--- config.mk ---
export PLATFORM = sky130hd
export DESIGN_NAME = ce_thresh_irq
export DESIGN_NICKNAME = d
export VERILOG_FILES = /design/src/rtl/cti_pkg.sv /design/src/rtl/cti_regs.sv /design/src/rtl/cti_counter.sv /design/src/rtl/cti_match.sv /design/src/rtl/cti_fanout.sv /design/src/rtl/ce_thresh_irq.sv
export SDC_FILE = /design/constraint.sdc
export NUM_CORES = 1
export LEC_CHECK = 0
export BUFFER_PORTS_ARGS = -buffer_cell sky130_fd_sc_hd__buf_2
export CAP_MARGIN = 20
export CORE_ASPECT_RATIO = 1.4
export CORE_MARGIN = 1
export CORE_UTILIZATION = 41
export CTS_BUF_LIST = sky130_fd_sc_hd__clkbuf_4
export CTS_CLUSTER_DIAMETER = 60
export DETAILED_ROUTE_END_ITERATION = 10
export PLACE_DENSITY = 0.8
export SKIP_LAST_GASP = 1
export SYNTH_ARGS = -nofsm -noshare
export SYNTH_HDL_FRONTEND = slang
export SYNTH_SLANG_ARGS = --single-unit
--- constraint.sdc ---
create_clock -name clk -period 2.78 [get_ports clk]
set_input_delay 0.417 -clock clk [delete_from_list [all_inputs] [get_ports clk]]
set_output_delay 0.417 -clock clk [all_outputs]
set_load 0.01 [all_outputs]
--- src/rtl/cti_pkg.sv ---
package cti_pkg;
  localparam int REG_W       = 64;
  localparam int CNT_W       = 15;
  localparam int CNT_LSB     = 38;
  localparam int THR_LSB     = 0;
  localparam int BEN_BIT     = 30;
  localparam int GEN_BIT     = 10;
  localparam int ADDR_W      = 2;
  localparam logic [CNT_W-1:0] CNT_MAX = {CNT_W{1'b1}};

  typedef enum logic [ADDR_W-1:0] {
    A_GLB  = 2'd0,
    A_CTL  = 2'd1,
    A_STS  = 2'd2,
    A_NONE = 2'd3
  } reg_addr_e;
endpackage

--- src/rtl/cti_regs.sv ---
module cti_regs
  import cti_pkg::*;
(
  input  logic                clk,
  input  logic                rst_n,
  input  logic                reg_wr,
  input  logic [ADDR_W-1:0]   reg_addr,
  input  logic [REG_W-1:0]    reg_wdata,
  input  logic [CNT_W-1:0]    cnt,
  output logic [REG_W-1:0]    reg_rdata,
  output logic                glb_en,
  output logic                bank_en,
  output logic [CNT_W-1:0]    thr,
  output logic                sts_clr
);
  logic unused_wdata;
  assign unused_wdata = ^reg_wdata;

  logic wr_glb, wr_ctl;
  assign wr_glb  = reg_wr && (reg_addr == A_GLB);
  assign wr_ctl  = reg_wr && (reg_addr == A_CTL);
  assign sts_clr = reg_wr && (reg_addr == A_STS);

  always_ff @(posedge clk or negedge rst_n) begin
    if (!rst_n) begin
      glb_en  <= 1'b0;
      bank_en <= 1'b0;
      thr     <= '0;
    end else begin
      if (wr_glb) glb_en <= reg_wdata[GEN_BIT];
      if (wr_ctl) begin
        bank_en <= reg_wdata[BEN_BIT];
        thr     <= reg_wdata[THR_LSB +: CNT_W];
      end
    end
  end

  always_comb begin
    reg_rdata = '0;
    case (reg_addr)
      A_GLB: reg_rdata[GEN_BIT] = glb_en;
      A_CTL: begin
        reg_rdata[BEN_BIT]         = bank_en;
        reg_rdata[THR_LSB +: CNT_W] = thr;
      end
      A_STS:   reg_rdata[CNT_LSB +: CNT_W] = cnt;
      default: reg_rdata = '0;
    endcase
  end

  // control fields follow the last control write
  a_r3_ctl_write: assert property (@(posedge clk) disable iff (!rst_n)
    wr_ctl |=> (thr == $past(reg_wdata[THR_LSB +: CNT_W])) && (bank_en == $past(reg_wdata[BEN_BIT])));
  // global enable changes only on a global write
  a_r2_glb_hold: assert property (@(posedge clk) disable iff (!rst_n)
    !wr_glb |=> $stable(glb_en));
endmodule

--- src/rtl/cti_counter.sv ---
module cti_counter
  import cti_pkg::*;
(
  input  logic             clk,
  input  logic             rst_n,
  input  logic             err,
  input  logic             clr,
  output logic [CNT_W-1:0] cnt,
  output logic [CNT_W-1:0] cnt_d,
  output logic             step
);
  logic at_max;
  assign at_max = (cnt == CNT_MAX);
  assign step   = err && (clr || !at_max);

  always_comb begin
    if (clr)       cnt_d = err ? CNT_W'(1) : '0;
    else if (step) cnt_d = CNT_W'(cnt + 1'b1);
    else           cnt_d = cnt;
  end

  always_ff @(posedge clk or negedge rst_n) begin
    if (!rst_n) cnt <= '0;
    else        cnt <= cnt_d;
  end

  // one error adds one
  a_r5_increment: assert property (@(posedge clk) disable iff (!rst_n)
    (err && !clr && !at_max) |=> cnt == CNT_W'($past(cnt) + 1'b1));
  // saturated count holds
  a_r6_saturate: assert property (@(posedge clk) disable iff (!rst_n)
    (err && !clr && at_max) |=> cnt == CNT_MAX);
  // a clear alone empties the count
  a_r4_clear: assert property (@(posedge clk) disable iff (!rst_n)
    (clr && !err) |=> cnt == '0);
  // clear with error leaves one
  a_r11_clear_err: assert property (@(posedge clk) disable iff (!rst_n)
    (clr && err) |=> cnt == CNT_W'(1));
  // count never moves without an error or a clear
  a_r5_idle_hold: assert property (@(posedge clk) disable iff (!rst_n)
    (!err && !clr) |=> $stable(cnt));
endmodule

--- src/rtl/cti_match.sv ---
module cti_match
  import cti_pkg::*;
(
  input  logic             clk,
  input  logic             rst_n,
  input  logic             step,
  input  logic             err,
  input  logic [CNT_W-1:0] cnt_d,
  input  logic [CNT_W-1:0] cnt,
  input  logic [CNT_W-1:0] thr,
  input  logic             glb_en,
  input  logic             bank_en,
  output logic             evt
);
  logic armed, hit;
  assign armed = glb_en && bank_en && (thr != '0);
  assign hit   = step && (cnt_d == thr);

  always_ff @(posedge clk or negedge rst_n) begin
    if (!rst_n) evt <= 1'b0;
    else        evt <= armed && hit;
  end

  // an event coincides with the count sitting on the threshold
  a_r7_on_match: assert property (@(posedge clk) disable iff (!rst_n)
    evt |-> cnt == $past(thr));
  // an event is always caused by an error
  a_r7_cause: assert property (@(posedge clk) disable iff (!rst_n)
    evt |-> $past(err));
  // both enables gate the event
  a_r8_gate: assert property (@(posedge clk) disable iff (!rst_n)
    evt |-> $past(glb_en && bank_en));
  // a zero threshold never fires
  a_r9_zero_thr: assert property (@(posedge clk) disable iff (!rst_n)
    evt |-> $past(thr) != '0);
endmodule

--- src/rtl/cti_fanout.sv ---
module cti_fanout #(
  parameter int NUM_TGT = 4
) (
  input  logic               evt,
  input  logic [NUM_TGT-1:0] tgt_mask,
  output logic [NUM_TGT-1:0] irq_evt
);
  for (genvar g = 0; g < NUM_TGT; g++) begin : g_tgt
    assign irq_evt[g] = evt && tgt_mask[g];
  end

  // events only go to masked targets, never to a target without one
  always_comb begin
    a_r10_masked: assert ((irq_evt & ~tgt_mask) == '0);
  end
endmodule

--- src/rtl/ce_thresh_irq.sv ---
module ce_thresh_irq
  import cti_pkg::*;
#(
  parameter int NUM_TGT = 4
) (
  input  logic                clk,
  input  logic                rst_n,
  input  logic                err_pulse,
  input  logic                reg_wr,
  input  logic [ADDR_W-1:0]   reg_addr,
  input  logic [REG_W-1:0]    reg_wdata,
  output logic [REG_W-1:0]    reg_rdata,
  input  logic [NUM_TGT-1:0]  tgt_mask,
  output logic [NUM_TGT-1:0]  irq_evt
);
  logic             glb_en, bank_en, sts_clr, step, evt;
  logic [CNT_W-1:0] thr, cnt, cnt_d;

  cti_regs u_regs (
    .clk(clk), .rst_n(rst_n), .reg_wr(reg_wr), .reg_addr(reg_addr),
    .reg_wdata(reg_wdata), .cnt(cnt), .reg_rdata(reg_rdata),
    .glb_en(glb_en), .bank_en(bank_en), .thr(thr), .sts_clr(sts_clr)
  );

  cti_counter u_cnt (
    .clk(clk), .rst_n(rst_n), .err(err_pulse), .clr(sts_clr),
    .cnt(cnt), .cnt_d(cnt_d), .step(step)
  );

  cti_match u_match (
    .clk(clk), .rst_n(rst_n), .step(step), .err(err_pulse), .cnt_d(cnt_d),
    .cnt(cnt), .thr(thr), .glb_en(glb_en), .bank_en(bank_en), .evt(evt)
  );

  cti_fanout #(.NUM_TGT(NUM_TGT)) u_fan (
    .evt(evt), .tgt_mask(tgt_mask), .irq_evt(irq_evt)
  );

  // no back-to-back event without a fresh error in between
  a_r7_single: assert property (@(posedge clk) disable iff (!rst_n)
    (evt && !err_pulse) |=> !evt);
endmodule

==> run metrics <==
grt total ovfl 0; largest net degree at the start of global routing 34; sw frac 0.324; Post-Syn Instances 251; area grow syn2layout 22.5%; Tcrit/Tclk final 0.969; vias per inst 5.15; Gate power share 0.287; clk slew on worst S/H paths 100 ps; RR Endpoint u_match.evt$_DFF_PN0_; Core Box Area 0.00553 sq mm; Switch Pwr 0.456 mW; YS warnings 0; # IOs 142; CP peak stage delay 540 ps; vias in the first global route 1950; post-synthesis mux area share 0.0893; fmax 371 MHz; Final Skew 11.3 ps; area share of fa/ha/maj cells after synthesis 0.00529; TritonCTS Buffers 5; CP Capture Point u_match.evt$_DFF_PN0_; Slowest-stage cell, CP or4_4; count of cell types in the netlist 49; max_cap viols 0; Setup violations, final 0; layout cells sized above 1 0.373; hold_buf cts 0; clock share of power 0.253; worst reg-to-reg setup slack 90 ps; CTS tree built; post-DP HPWL 4.33 mm; # rows 32; actual slew at the worst max-slew pin 866 ps; DR WL/cell 14.1 um; worst vdd ir 0.000311 V; Mapped Area 0.00237 sq mm; Internal Power 0.951 mW; Chip Height 91.9 um; largest family of logic cells by synthesized area simple AND/OR/NAND/NOR gates; mean post-synth cell area 9.43 sq um; antenna violations before repair 0; 1st-iter DRT viols 63; top_reg_cell synth dfrtp_1; XOR/XNOR Fraction of Synth Area 0.0555; Nets 406; CP Launch Type register; Final Max Slew Viols 0; Root Driver clkbuf_4; placer's final routability congestion estimate 0.917; final wirelength 5.64 mm; fin crit period 2690 ps; async set-reset flop share out of synthesis 1.00; clk sinks 33; Synth Area in Simple Gates 0.279; hold crit path type input pin to async pin; ant diodes 0; H-tree depth 2; Worst EP required 3030 ps; final setup TNS 0 ps; Power Density 485 mW/mm^2; Worst Setup SP u_cnt.cnt[1]$_DFF_PN0_; drt pass-1 iters 4; DIE WIDTH 66.2 um; Reg2Reg Depth 10; headroom to the max-slew limit 0.422; CP cell instances ha_4 > nand4_4 > nor4_4 > buf_4 > nor3b_2 > xnor2_1 > nor2_1 > xor2_1 > or4_4 > nor4_4; Final ANT Viol Nets 0; die area 0.00609 sq mm; critical path's most frequent cell nor4_4; Post-synth EDFFs 0; status complete, no violations; clk buf depth 2; Synth Area in Compound Gates 0.0851; worst path arrival time 2940 ps; CP Max Fanout 4; residual DRC count 0; register area share after synthesis 0.349; via count 2060; port bufs 60; post-layout util 0.525; Leak Pwr 1.42 nW; global-route wire length before repair 9.05 mm; clk_lat worst skew 340 ps; crit end category register; Setup Crit Path Kind register to register; gr usage total 0.195; #FFs+latches synth 33; Crit Reg-Reg Startpoint u_cnt.cnt[1]$_DFF_PN0_; Flop pwr share 0.461; Fin. Hold Viols 0; initial core utilization 0.428
## layout make-up
type,instances,area [sq um]
fillers,512,2630
multi-input cells,200,1410
flip-flops and latches,33,826
repair buffers,83,473
well taps,68,85.1
clock buffers,6,45.0
clock inverters,2,33.8
inverters,8,30.0
## placed cells by master, fill, tap and decap left out, drive strengths merged, types with 2 or more instances in the layout
master | synthesis | layout
nand2 | 12 | 12
or3 | 2 | 2
nor4 | 9 | 9
nor2b | 3 | 3
a21oi | 3 | 3
buf | 37 | 83
o21ai | 5 | 5
dfrtp | 33 | 33
conb | 1 | 33
nor3 | 6 | 6
nor2 | 19 | 19
nand3 | 4 | 4
a221oi | 3 | 3
mux2 | 17 | 17
xnor2 | 11 | 11
mux2i | 2 | 2
nor3b | 3 | 3
or4 | 4 | 4
a311oi | 2 | 2
inv | 8 | 8
o31ai | 2 | 2
xor2 | 4 | 4
nand4 | 6 | 6
o311ai | 2 | 2
o211ai | 2 | 2
clkbuf | 5 | 6
and2 | 34 | 34
## worst min path at each step
stage,slack (ps),start,endpoint,cells past startpoint
floorplan,120,rst_n,u_cnt.cnt[0]$_DFF_PN0_,0
global placement,520,rst_n,u_cnt.cnt[7]$_DFF_PN0_,1
detailed placement,530,rst_n,u_regs.thr[12]$_DFFE_PN0P_,1
CTS,150,rst_n,u_cnt.cnt[7]$_DFF_PN0_,1
global route,180,rst_n,u_match.evt$_DFF_PN0_,1
finish,130,rst_n,u_cnt.cnt[7]$_DFF_PN0_,1
## worst max-delay path, delay by kind of cell (launching register included)
kind | cells | cell delay [ps]
AND/OR/NAND/NOR | 6 | 1590
XOR/XNOR | 2 | 250
buffers and inverters | 1 | 180
adder cells (fa/ha/maj) | 1 | 170
flip-flops | 1 | 410
## timing repair
action | CTS | global route
endpoints found under the hold margin | 0 | 0
resized for setup | 0 | 11
setup buffers | 0 | 4
endpoints found under the setup margin | 0 | 1
## metal layers
layer | GRT usage | wire length (um) | vias to the layer above
li1 | - | - | 976
met1 | 0.217 | 2100 | 992
met2 | 0.350 | 3140 | 80
met3 | 0.0299 | 260 | 12
met4 | 0.0957 | 138 | 0
met5 | 0 | 0 | -
## power by group through the flow
stage	logic (mW)	registers, mW	clock network [mW]
3_3_place_gp	0.351	0.642	0
6_report	0.403	0.648	0.355
2_1_floorplan	0.267	0.627	0
3_5_place_dp	0.359	0.648	0
4_1_cts	0.361	0.639	0.366
5_1_grt	0.448	0.661	0.395
## per-stage QoR
stage	instance area, sq um	cells	setup slack, ps	hold WS (ps)	power, mW
after floorplan	2490	283	200	121	0.895
after global placement	2730	388	105	516	0.992
after detailed placement	2730	388	68.3	527	1.01
after CTS	2800	396	57.6	152	1.37
after global routing	2900	400	-29.0	177	1.50
final	2900	400	87.2	130	1.41
## flip-flops by register name, indices dropped and copies added (netlist names)
signal	cells
u_match.evt	1
u_regs.bank_en	1
u_regs.thr	15
u_cnt.cnt	15
u_regs.glb_en	1
## cells by family (layout without fill, tap and decap cells)
family / count (synthesis) / in the layout
buffers and inverters: 50 / 99
DFF: 33 / 33
muxes: 19 / 19
AOI/OAI and AO/OA: 26 / 26
adders and majority gates: 1 / 1
xor gates and xnor gates: 15 / 15
other: 1 / 33
and+or+nand+nor: 106 / 106
## cell usage after synthesis (2+ instances only)
master / n / area [sq um]
o21ai_0: 5 / 25.0
and2_1: 34 / 213
buf_4: 34 / 255
nand3_1: 4 / 20.0
nor4_1: 7 / 43.8
a221oi_1: 3 / 26.3
nor2b_1: 3 / 18.8
inv_1: 8 / 30.0
o211ai_1: 2 / 15.0
nand4_4: 2 / 42.5
nand4_1: 3 / 18.8
mux2_2: 17 / 191
nand2_1: 12 / 45.0
clkbuf_1: 4 / 15.0
o31ai_1: 2 / 15.0
or4_1: 3 / 22.5
xnor2_1: 11 / 96.3
xor2_1: 4 / 35.0
nor3b_1: 2 / 15.0
nor3_1: 5 / 25.0
a311oi_1: 2 / 17.5
dfrtp_1: 33 / 826
nor2_1: 19 / 71.3
or3_1: 2 / 12.5
mux2i_1: 2 / 20.0
buf_2: 3 / 15.0
o311ai_0: 2 / 17.5
a21oi_1: 2 / 10.0
No activity file was read; power rests on OpenSTA's default activity.
